$ cat config.mk
export PLATFORM = sky130hd
export DESIGN_NAME = pgm_status_tracker
export DESIGN_NICKNAME = d
export VERILOG_FILES = /design/src/rtl/pst_pkg.sv /design/src/rtl/pst_cycle_fsm.sv /design/src/rtl/pst_flags.sv /design/src/rtl/pst_poll_path.sv /design/src/rtl/pgm_status_tracker.sv
export SDC_FILE = /design/constraint.sdc
export NUM_CORES = 1
export LEC_CHECK = 0
export BUFFER_PORTS_ARGS = -buffer_cell sky130_fd_sc_hd__buf_2
export CORE_AREA = 3 3 84 86
export DETAILED_ROUTE_END_ITERATION = 16
export DIE_AREA = 0 0 87 89
export GPL_ROUTABILITY_DRIVEN = 0
export GPL_TIMING_DRIVEN = 0
export PLACE_DENSITY_LB_ADDON = 0.1
export SLEW_MARGIN = 30
export SYNTH_ARGS = -nofsm -noshare
export SYNTH_HDL_FRONTEND = slang
export SYNTH_HIERARCHICAL = 1
export SYNTH_SLANG_ARGS = --single-unit
$ cat constraint.sdc
create_clock -name clk -period 2.6 [get_ports clk]
set_clock_uncertainty 0.1 [all_clocks]
set_input_delay 0.13 -clock clk [delete_from_list [all_inputs] [get_ports clk]]
set_output_delay 0.13 -clock clk [all_outputs]
set_load 0.02 [all_outputs]
$ cat src/rtl/pst_pkg.sv
`timescale 1ns/1ps
package pst_pkg;
    typedef enum logic [1:0] {
        ST_IDLE  = 2'd0,
        ST_PROG  = 2'd1,
        ST_ERASE = 2'd2
    } cyc_state_t;

    localparam logic [7:0] POLL_ERASE = 8'h7F;
    localparam logic [7:0] POLL_OTHER = 8'hFF;
endpackage

$ cat src/rtl/pst_cycle_fsm.sv
`timescale 1ns/1ps
module pst_cycle_fsm
    import pst_pkg::*;
#(
    parameter int CYCLE_LEN = 64
) (
    input  logic clk,
    input  logic rst_n,
    input  logic prog_start,
    input  logic erase_sel,
    input  logic bod_low,
    output logic running,
    output logic erasing,
    output logic cyc_begin,
    output logic cyc_end
);
    localparam int CW = $clog2(CYCLE_LEN + 1);
    localparam logic [CW-1:0] LAST = CW'(CYCLE_LEN - 1);

    cyc_state_t st_q, st_d;
    logic [CW-1:0] cnt_q, cnt_d;
    logic          begin_c, end_c;

    // state register
    always_ff @(posedge clk or negedge rst_n) begin
        if (!rst_n) begin
            st_q  <= ST_IDLE;
            cnt_q <= '0;
        end else begin
            st_q  <= st_d;
            cnt_q <= cnt_d;
        end
    end

    // transitions
    always_comb begin
        st_d    = st_q;
        cnt_d   = cnt_q;
        begin_c = 1'b0;
        end_c   = 1'b0;
        unique case (st_q)
            ST_IDLE: begin
                if (prog_start && !bod_low) begin
                    begin_c = 1'b1;
                    cnt_d   = '0;
                    st_d    = erase_sel ? ST_ERASE : ST_PROG;
                end
            end
            ST_PROG, ST_ERASE: begin
                if (cnt_q == LAST) begin
                    end_c = 1'b1;
                    st_d  = ST_IDLE;
                end else begin
                    cnt_d = cnt_q + 1'b1;
                end
            end
            default: st_d = ST_IDLE;
        endcase
    end

    // outputs
    always_comb begin
        running   = (st_q != ST_IDLE);
        erasing   = (st_q == ST_ERASE);
        cyc_begin = begin_c;
        cyc_end   = end_c;
    end
endmodule

$ cat src/rtl/pst_flags.sv
`timescale 1ns/1ps
module pst_flags (
    input  logic       clk,
    input  logic       rst_n,
    input  logic       load_cmd,
    input  logic       wr_stb,
    input  logic       cyc_begin,
    input  logic       cyc_end,
    input  logic       running,
    input  logic       bod_low,
    output logic [7:0] status
);
    logic load_q, succ_q, seen_q;

    always_ff @(posedge clk or negedge rst_n) begin
        if (!rst_n) begin
            load_q <= 1'b1;
            succ_q <= 1'b1;
            seen_q <= 1'b0;
        end else begin
            if (load_cmd)    load_q <= 1'b0;
            else if (wr_stb) load_q <= 1'b1;

            if (cyc_begin) begin
                succ_q <= 1'b0;
                seen_q <= 1'b0;
            end else if (running) begin
                seen_q <= seen_q | bod_low;
                if (cyc_end) succ_q <= !(seen_q | bod_low);
            end
        end
    end

    always_comb begin
        status    = 8'h00;
        status[3] = load_q;
        status[2] = succ_q;
        status[1] = !bod_low;
        status[0] = !(running | bod_low);
    end
endmodule

$ cat src/rtl/pst_poll_path.sv
`timescale 1ns/1ps
module pst_poll_path
    import pst_pkg::*;
#(
    parameter int AW = 8
) (
    input  logic          clk,
    input  logic          rst_n,
    input  logic          wr_stb,
    input  logic [AW-1:0] wr_addr,
    input  logic [7:0]    wr_data,
    input  logic          running,
    input  logic          erasing,
    input  logic          rd_req,
    input  logic [AW-1:0] rd_addr,
    input  logic [7:0]    arr_data,
    output logic [AW-1:0] poll_addr,
    output logic [7:0]    rd_data
);
    logic [7:0]    poll_q;
    logic [AW-1:0] paddr_q;
    logic [7:0]    rd_c;

    always_ff @(posedge clk or negedge rst_n) begin
        if (!rst_n) begin
            poll_q  <= 8'hFF;
            paddr_q <= '0;
        end else if (wr_stb && !running) begin
            poll_q  <= wr_data;
            paddr_q <= wr_addr;
        end
    end

    always_comb begin
        if (erasing)
            rd_c = POLL_ERASE;
        else if (running)
            rd_c = (rd_addr == paddr_q) ? {~poll_q[7], poll_q[6:0]} : POLL_OTHER;
        else
            rd_c = arr_data;
    end

    always_ff @(posedge clk or negedge rst_n) begin
        if (!rst_n)      rd_data <= 8'hFF;
        else if (rd_req) rd_data <= rd_c;
    end

    assign poll_addr = paddr_q;
endmodule

$ cat src/rtl/pgm_status_tracker.sv
`timescale 1ns/1ps
module pgm_status_tracker #(
    parameter int AW        = 8,
    parameter int CYCLE_LEN = 64
) (
    input  logic          clk,
    input  logic          rst_n,
    input  logic          load_cmd,
    input  logic          wr_stb,
    input  logic [AW-1:0] wr_addr,
    input  logic [7:0]    wr_data,
    input  logic          prog_start,
    input  logic          erase_sel,
    input  logic          bod_low,
    input  logic          rd_req,
    input  logic [AW-1:0] rd_addr,
    input  logic [7:0]    arr_data,
    output logic [7:0]    status,
    output logic [7:0]    rd_data
);
    logic          running, erasing, cyc_begin, cyc_end;
    logic [AW-1:0] poll_addr;

    pst_cycle_fsm #(.CYCLE_LEN(CYCLE_LEN)) u_fsm (
        .clk(clk), .rst_n(rst_n), .prog_start(prog_start), .erase_sel(erase_sel),
        .bod_low(bod_low), .running(running), .erasing(erasing),
        .cyc_begin(cyc_begin), .cyc_end(cyc_end)
    );

    pst_flags u_flags (
        .clk(clk), .rst_n(rst_n), .load_cmd(load_cmd), .wr_stb(wr_stb),
        .cyc_begin(cyc_begin), .cyc_end(cyc_end), .running(running),
        .bod_low(bod_low), .status(status)
    );

    pst_poll_path #(.AW(AW)) u_poll (
        .clk(clk), .rst_n(rst_n), .wr_stb(wr_stb), .wr_addr(wr_addr),
        .wr_data(wr_data), .running(running), .erasing(erasing),
        .rd_req(rd_req), .rd_addr(rd_addr), .arr_data(arr_data),
        .poll_addr(poll_addr), .rd_data(rd_data)
    );
endmodule

==> results.sh, run 1 <==
export IMPL_hold_viol_final=0
export IMPL_path_buf_inv=5
export IMPL_avgSynthCellArea_um2=11.8
export IMPL_post_cts_buffers=0
export IMPL_routedWlPerCell_um=12.7
export IMPL_slew_viol_final=0
export IMPL_clockBufferDepth=2
export IMPL_cp_max_fo=12
export IMPL_die_area_mm2=0.00774
export IMPL_setup_tns_ns=0
export IMPL_die_y_um=89
export IMPL_grt_ovfl_total=0
export IMPL_drive_gt1_share_pct=45.6
export IMPL_synthTopCellsByArea="dfstp_2 (25%), dfrtp_1 (24%), mux2_2 (9.5%)"
export IMPL_crit_top_cell="buf_2"
export IMPL_clkPwrFrac_pct=16.1
export IMPL_synth_cell_type_count=40
export IMPL_synth_seq_area_share_pct=48.6
export IMPL_syn2layout_area_growth_pct=33.1
export IMPL_ant_nets=0
export IMPL_post_route_period_util_pct=80.2
export IMPL_syn_inst=161
export IMPL_design_core_area_mm2=0.00635
export IMPL_ys_seq_elements=36
export IMPL_avgViaCountPerCell=4.57
export IMPL_setup_viol=0
export IMPL_clk_latency_ns=0.28
export IMPL_core_rowCount=29
export IMPL_tightest_slew_ns=0.803
export IMPL_p_leak_nw=1.11
export IMPL_yosysTopAreaCell="dfstp_2"
export IMPL_clkSinkCount=36
export IMPL_seqPwrFrac_pct=43.2
export IMPL_slowest_stage="dfrtp_1"
export IMPL_path_delay_family="buffers and inverters"
export IMPL_layout_common_cells="buf_2 (53), dlygate4sd3_1 (19), dfstp_2 (18), dfrtp_1 (18), mux2_2 (16)"
export IMPL_wirelength_um=4050
export IMPL_hpwl_um=3030
export IMPL_endpoint_kind="register"
export IMPL_start_util_pct=30.0
export IMPL_setup_ws_ns=0.514
export IMPL_p_sw_mw=0.846
export IMPL_cts_buffers=5
export IMPL_drc=0
export IMPL_cellPowerDensity_mw_per_mm2=922
export IMPL_fmax_mhz=479
export IMPL_period_needed_ns=2.09
export IMPL_start_kind="register"
export IMPL_status="completed"
export IMPL_arrival_ns=2.15
export IMPL_switching_share_pct=36.3
export IMPL_fill_cells=616
export IMPL_crit_type="register to register"
export IMPL_critical_path_max_stage_delay_ns=0.38
export IMPL_grt_pass1_wl_um=7140
export IMPL_dp_slack_ns=0.480
export IMPL_rsz0062_at_grt="no"
export IMPL_p_int_mw=1.49
export IMPL_vias=1453
export IMPL_drv_cap=0
export IMPL_cp_cell_sequence="inv_1 -> ha_1 -> buf_6 -> inv_2 -> nor2b_1 -> buf_2 -> buf_2 -> mux2_2"
export IMPL_synth_top_area_share_pct=24.9
export IMPL_hold_class="input port to register"
export IMPL_grt_pass1_vias=1555
export IMPL_n_antenna_cell=0
export IMPL_ios=56
export IMPL_grt_max_degree=37
export IMPL_max_slew_margin_rel_pct=46.5
export IMPL_nNetsFinal=283
export IMPL_port_buffers=50
export IMPL_dr_pass1_iters=3
export IMPL_clockRootBuffer="clkbuf_8"
export IMPL_yosysWarningCount=6
export IMPL_power_share_combinational_pct=40.7
export IMPL_cts_clk_slew_worst_paths_ns=0.07
export IMPL_grt_antenna_before_repair=0
export IMPL_post_cts_resized=0
export IMPL_vdd_drop_max_uv=393
export IMPL_drt_iter0_drc=50
export IMPL_htree_num_levels=2
export IMPL_cts_tree="built"
export IMPL_grt_use_total_pct=11.8
export IMPL_die_w_um=87
export IMPL_syn_area_mm2=0.00190
export IMPL_required_ns=2.67
export IMPL_layout_commonest_cell="buf_2"
==> sequential cells by signal, summed over array words and instances (netlist names) <==
| register | cells |
|---|---|
| u_poll/poll_addr | 8 |
| u_poll/rd_data | 8 |
| u_flags/seen_q | 1 |
| u_fsm/cnt_q | 7 |
| u_flags/load_q | 1 |
| u_fsm/st_q | 2 |
| u_flags/succ_q | 1 |
| u_poll/poll_q | 8 |
==> kinds of logic after synthesis <==
family / share of synthesized area (%)
and+or+nand+nor: 15.9
AOI/OAI and AO/OA: 14.9
DFF: 48.6
buffers and inverters: 5.33
muxes: 9.47
xor gates and xnor gates: 3.68
adders and majority gates: 1.97
other: 0.197
==> repair_timing <==
item,CTS,global route
hold endpoints to repair,35,0
endpoints found under the setup margin,0,0
hold buffers,19,0
==> power groups by stage <==
stage	clock (mW)	combinational (mW)	sequential (mW)
floorplan	0	0.684	1.04
global placement	0	0.942	1.02
detailed placement	0	0.947	1.02
CTS	0.401	0.972	1.01
global route	0.427	1.06	1.05
finish	0.376	0.949	1.01
==> path summary, 6_finish.rpt <==
path                           startpoint             endpoint  slack, ns  cells past startpoint
max                         u_fsm/st_q[0]  u_poll/poll_addr[2]       0.51                      8
max reg2reg                 u_fsm/st_q[0]  u_poll/poll_addr[2]       0.51                      8
max in group asynchronous           rst_n  u_poll/poll_addr[6]       1.51                      2
min                             erase_sel        u_fsm/st_q[1]       0.05                      3
min in group asynchronous           rst_n        u_fsm/st_q[0]       0.39                      2
min reg2reg                u_fsm/cnt_q[6]       u_fsm/cnt_q[6]       0.38                      1
==> worst reg2reg max path: stages (launching register included) <==
cell     delay (ns)
dfrtp_1        0.38
inv_1          0.10
ha_1           0.17
buf_6          0.13
inv_2          0.11
nor2b_1        0.12
buf_2          0.20
buf_2          0.28
mux2_2         0.37
==> cell usage after synthesis (all sizes together) <==
cell / count
a211o: 1
a21bo: 1
a21boi: 1
a21oi: 6
a22o: 1
a41oi: 2
and2b: 2
buf: 11
conb: 1
dfrtp: 18
dfstp: 18
ha: 3
inv: 6
mux2: 16
nand2: 6
nand2b: 5
nand3: 4
nand4: 4
nand4b: 2
nand4bb: 1
nor2: 12
nor2b: 1
nor3: 1
nor4: 2
o211ai: 3
o21a: 8
o21ai: 6
o22a: 7
o311ai: 1
o31ai: 1
or4: 2
xor2: 8
==> final cells by class <==
type,instances,area (µm²),area share (%)
Sequential cell,36,923,36.5
Multi-Input combinational cell,111,888,35.1
Timing Repair Buffer,69,440,17.4
Tap cell,77,96.3,3.81
Buffer,11,78.8,3.11
Clock buffer,7,76.3,3.02
Inverter,6,22.5,0.890
Clock inverter,1,5.00,0.198
==> stage by stage <==
stage               std cells  cell area [µm²]  power [mW]  hold slack, ns  util, %
finish                    318             2530        2.33          0.0519     39.9
global route              318             2530        2.53          0.0627     39.9
floorplan                 164             1910        1.72          -0.266        -
global placement          291             2260        1.96           0.154     35.6
CTS                       318             2530        2.39          0.0532     39.9
detailed placement        291             2260        1.97           0.155     35.6
==> routing by layer <==
metal	wire length (µm)	global-route usage (%)	up-vias
met1	1750	14.2	690
met3	236	3.13	4
met4	46	4.25	0
met2	2020	20.4	34
li1	-	-	725
met5	0	0	-
No activity file was read; power rests on OpenSTA's default activity.
==> run 2, diff against run 1 <==
ABC_AREA = 1   (was unset)
CORE_AREA = 3 3 86 88   (was 3 3 84 86)
DIE_AREA = 0 0 89 91   (was 0 0 87 89)
clock period = 2 ns   (was 2.6 ns; I/O delays follow)
==> results.sh, run 2 <==
export IMPL_hold_depth=3
export IMPL_grt_pass1_vias=1686
export IMPL_hold_class="input port to register"
export IMPL_grt_use_total_pct=11.6
export IMPL_htree_num_levels=2
export IMPL_start_kind="register"
export IMPL_critical_path_max_stage_delay_ns=0.36
export IMPL_synthTopCellsByArea="dfstp_2 (24%), dfrtp_1 (22%), nand2_1 (8.4%)"
export IMPL_whs_endpoint="u_poll/rd_data[4]"
export IMPL_endpoint_kind="register"
export IMPL_dr_pass1_iters=4
export IMPL_cts_buffers=5
export IMPL_required_ns=2.07
export IMPL_dp_cells=369
export IMPL_cp_max_fo=10
export IMPL_yosysMostFrequentCell="nand2_1"
export IMPL_dp_slack_ns=0.236
export IMPL_ant_nets=0
export IMPL_slowest_stage="dfrtp_1"
export IMPL_slew_viol_final=0
export IMPL_n_antenna_cell=0
export IMPL_setup_viol=0
export IMPL_synth_seq_area_share_pct=46.0
export IMPL_hpwl_um=3270
export IMPL_synthArstFlopShare_pct=100
export IMPL_die_y_um=91
export IMPL_grt_max_degree=37
export IMPL_nNetsFinal=362
export IMPL_synth_edf_count=0
export IMPL_design_core_area_mm2=0.00672
export IMPL_hold_slack_ns=0.0158
export IMPL_die_area_mm2=0.00810
export IMPL_grt_ovfl_total=0
export IMPL_synth_common_cells="nand2_1 (45), nor2_1 (30), inv_1 (28)"
export IMPL_crit_type="register to register"
export IMPL_hold_viol_final=0
export IMPL_drc=0
export IMPL_rr_endpoint="u_poll/poll_addr[1]"
export IMPL_grt_pass1_wl_um=7490
export IMPL_reg2reg_from="u_fsm/st_q[0]"
export IMPL_synth_top_area_share_pct=23.6
export IMPL_p_leak_nw=1.34
export IMPL_cts_clk_slew_worst_paths_ns=0.07
export IMPL_syn_inst=236
export IMPL_clk_latency_ns=0.28
export IMPL_cellPowerDensity_mw_per_mm2=1180
export IMPL_arrival_ns=1.82
export IMPL_drive_gt1_share_pct=36.6
export IMPL_status="completed"
export IMPL_path_delay_family="buffers and inverters"
export IMPL_avgSynthCellArea_um2=8.51
export IMPL_post_cts_resized=0
export IMPL_rsz0062_at_grt="no"
export IMPL_drt_iter0_drc=39
export IMPL_setup_tns_ns=0
export IMPL_syn_area_mm2=0.00201
export IMPL_clkSinkCount=36
export IMPL_core_rowCount=30
export IMPL_port_buffers=50
export IMPL_ios=56
export IMPL_vdd_drop_max_uv=424
export IMPL_path_buf_inv=5
export IMPL_syn2layout_area_growth_pct=35.8
export IMPL_ys_seq_elements=36
export IMPL_fin_cells=400
export IMPL_yosysWarningCount=6
export IMPL_wirelength_um=4410
export IMPL_drv_cap=0
export IMPL_avgViaCountPerCell=4.20
export IMPL_setup_ws_ns=0.250
export IMPL_yosysTopAreaCell="dfstp_2"
export IMPL_layout_common_cells="buf_2 (51), nand2_1 (45), nor2_1 (30)"
export IMPL_routedWlPerCell_um=11.0
export IMPL_r2r_cells=8
export IMPL_die_w_um=89
export IMPL_vias=1678
export IMPL_period_needed_ns=1.75
export IMPL_max_slew_margin_rel_pct=45.4
export IMPL_place_area_mm2=0.00237
export IMPL_post_route_period_util_pct=87.5
export IMPL_clockBufferDepth=2
export IMPL_cp_cell_sequence="inv_1 -> ha_1 -> inv_1 -> buf_4 -> inv_4 -> nand2_4 -> buf_2 -> a21oi_1"
export IMPL_synth_cell_type_count=29
export IMPL_start_util_pct=29.9
export IMPL_finalInstanceArea_mm2=0.00273
export IMPL_cts_tree="built"
export IMPL_tightest_slew_ns=0.818
export IMPL_crit_top_cell="inv_1"
export IMPL_rrSetupSlack_ns=0.25
export IMPL_fmax_mhz=571
export IMPL_grt_antenna_before_repair=0
export IMPL_min_from="arr_data[4]"
export IMPL_power_total_mw=3.21
export IMPL_fin_util_pct=40.6
export IMPL_synth_top_flop_cell="dfstp_2"
export IMPL_layout_commonest_cell="buf_2"
export IMPL_clockRootBuffer="clkbuf_8"
[run 2: how the worst max path moves through the flow]
stage	slack (ns)	from	cells after the start	endpoint
after floorplan	0.44	u_fsm/st_q[0]	7	u_poll/poll_addr[0]
after global placement	0.22	u_fsm/st_q[0]	8	u_poll/poll_addr[1]
after detailed placement	0.24	u_fsm/st_q[0]	8	u_poll/poll_addr[1]
after CTS	0.22	u_fsm/st_q[0]	8	u_poll/poll_addr[1]
after global routing	0.10	u_fsm/st_q[0]	9	u_poll/poll_q[2]
final	0.25	u_fsm/st_q[0]	8	u_poll/poll_addr[1]
[run 2: kinds of logic (layout without fill, tap and decap cells)]
group / Yosys count / count (layout) / share of synthesized area [%]
AO/OA/AOI/OAI: 35 / 35 / 9.97
XOR/XNOR: 5 / 5 / 2.18
adder cells (fa/ha/maj): 3 / 3 / 1.87
buffers and inverters: 42 / 123 / 11.1
flip-flops: 36 / 36 / 46.0
multiplexers: 6 / 6 / 3.36
other: 1 / 4 / 0.187
AND/OR/NAND/NOR: 108 / 108 / 25.4
[run 2: timing repair]
item	CTS	global route
hold buffers	23	0
endpoints found under the hold margin	45	0
buffers inserted	0	0
[run 2: routing by layer]
| layer | track usage [%] | up-vias | wire (µm) |
|---|---|---|---|
| met5 | 0 | - | 0 |
| met4 | 3.35 | 0 | 48 |
| met3 | 3.27 | 4 | 271 |
| met2 | 18.7 | 43 | 1970 |
| met1 | 15.1 | 737 | 2120 |
| li1 | - | 894 | - |
[run 2: where the power goes]
part | switching [mW] | total (mW) | internal, mW
clock network | 0.262 | 0.702 | 0.440
logic | 0.744 | 1.26 | 0.519
registers | 0.145 | 1.25 | 1.10
[run 2: tightest hold or removal path, cell delays in order]
cell     delay, ns
buf_2         0.09
a21oi_1       0.13
a21oi_1       0.07
[run 2: layout make-up]
type	instances	area, µm²
clock inverter	1	30.0
timing repair buffer	73	480
clock buffer	7	96.3
sequential	36	923
inverter	30	115
buffer	12	108
multi-input combinational	161	873
fill	732	3990
tap	80	100
==> run 3, diff against run 2 <==
CORE_AREA = 3 3 67 69   (was 3 3 86 88)
DIE_AREA = 0 0 70 72   (was 0 0 89 91)
RECOVER_POWER = 100   (was unset)
==> results.sh, run 3 (same netlist as run 2, synthesis figures left out) <==
export IMPL_layout_commonest_cell="nand2_1"
export IMPL_post_route_period_util_pct=88.2
export IMPL_setup_viol=0
export IMPL_slowest_stage="dfrtp_1"
export IMPL_cp_cell_sequence="inv_1 -> ha_1 -> inv_1 -> buf_4 -> inv_4 -> nand2_4 -> clkbuf_2 -> a21oi_1"
export IMPL_fmax_mhz=567
export IMPL_endpoint_kind="register"
export IMPL_multi_input_area_um2=843
export IMPL_cts_clk_slew_worst_paths_ns=0.07
export IMPL_wirelength_um=4230
export IMPL_n_antenna_cell=0
export IMPL_critical_path_max_stage_delay_ns=0.37
export IMPL_drive_gt1_share_pct=29.9
export IMPL_hpwl_um=2880
export IMPL_grt_use_total_pct=18.3
export IMPL_cp_max_fo=10
export IMPL_tightest_slew_ns=0.887
export IMPL_nNetsFinal=363
export IMPL_design_core_area_mm2=0.00397
export IMPL_routedWlPerCell_um=11.4
export IMPL_status="completed"
export IMPL_setup_tns_ns=0
export IMPL_clkSinkCount=36
export IMPL_rsz0062_at_grt="no"
export IMPL_max_slew_margin_rel_pct=40.9
export IMPL_clockRootBuffer="clkbuf_8"
export IMPL_arrival_ns=1.83
export IMPL_p_leak_nw=1.28
export IMPL_grt_antenna_before_repair=0
export IMPL_cts_tree="built"
export IMPL_fill_cells=355
export IMPL_cellPowerDensity_mw_per_mm2=1150
export IMPL_hold_class="input port to register"
export IMPL_hold_viol_final=0
export IMPL_clk_latency_ns=0.29
export IMPL_drv_cap=0
export IMPL_die_area_mm2=0.00504
export IMPL_die_y_um=72
export IMPL_hold_slack_ns=0.0149
export IMPL_path_delay_family="buffers and inverters"
export IMPL_crit_type="register to register"
export IMPL_drt_iter0_drc=93
export IMPL_post_cts_buffers=0
export IMPL_dr_pass1_iters=4
export IMPL_start_kind="register"
export IMPL_layout_common_cells="nand2_1 (46), buf_2 (37), nor2_1 (31)"
export IMPL_crit_top_cell="inv_1"
export IMPL_syn2layout_area_growth_pct=30.3
export IMPL_htree_num_levels=2
export IMPL_grt_pass1_wl_um=7260
export IMPL_path_buf_inv=5
export IMPL_slew_viol_final=0
export IMPL_die_w_um=70
export IMPL_final_seq_area_um2=923
export IMPL_required_ns=2.07
export IMPL_avgViaCountPerCell=4.66
export IMPL_clockBufferDepth=2
export IMPL_vdd_drop_max_uv=659
export IMPL_cts_buffers=5
export IMPL_ios=56
export IMPL_start_util_pct=50.6
export IMPL_grt_max_degree=37
export IMPL_grt_pass1_vias=1646
export IMPL_port_buffers=50
export IMPL_ant_nets=0
export IMPL_period_needed_ns=1.76
export IMPL_grt_ovfl_total=0
export IMPL_drc=0
export IMPL_vias=1729
export IMPL_power_total_mw=3.00
export IMPL_core_rowCount=23
run 3: timing repair:
action	in CTS	in global routing
endpoints found under the setup margin	0	0
hold endpoints to repair	45	0
gates resized for setup	0	0
hold buffers	24	0
run 3: path summary, 6_finish.rpt:
check	from	end	slack, ns	depth (start not counted)
max in group asynchronous	rst_n	u_poll/poll_addr[4]	0.88	2
setup / recovery	u_fsm/st_q[0]	u_poll/poll_addr[1]	0.24	8
hold reg to reg	u_poll/poll_q[1]	u_poll/poll_q[1]	0.38	2
min in group asynchronous	rst_n	u_flags/seen_q	0.37	2
setup reg to reg	u_fsm/st_q[0]	u_poll/poll_addr[1]	0.24	8
hold / removal	bod_low	u_flags/succ_q	0.01	4
run 3: worst register-to-register path, stage by stage, from the launching register on:
cell and delay [ns]:
dfrtp_1 0.37, inv_1 0.07, ha_1 0.20, inv_1 0.14, buf_4 0.21, inv_4 0.08, nand2_4 0.12, clkbuf_2 0.25
a21oi_1 0.11
run 3: metal layers:
layer  vias to the layer above  wire length (µm)  share of wire, %  GRT usage, %
met3                         5               221               5.2          3.60
met5                         -                 0                 0             0
li1                        896                 -                 -             -
met1                       780              1950                46          23.8
met2                        48              2020                48          30.1
met4                         0                42              0.99          7.66
run 3: per-stage QoR:
step                instances  utilization [%]  worst slack [ns]  area [µm²]
floorplan                 239                -             0.443        2020
global placement          339             58.7             0.291        2330
detailed placement        339             58.7             0.282        2330
CTS                       371             67.0             0.258        2660
global route              371             65.9             0.112        2620
finish                    371             65.9             0.237        2620
run 3: area by class of cell:
type	instances	area share [%]
Timing Repair Buffer	74	18.2
Inverter	30	4.40
Tap cell	50	2.39
Clock buffer	8	3.44
Buffer	12	4.11
Multi-Input combinational cell	161	32.2
Sequential cell	36	35.3
run 3: where the power goes:
part           switching (mW)  leakage, nW  internal [mW]  total, mW
registers               0.150        0.416           1.10       1.25
logic                   0.727        0.820          0.487       1.21
clock network           0.254       0.0455          0.281      0.535
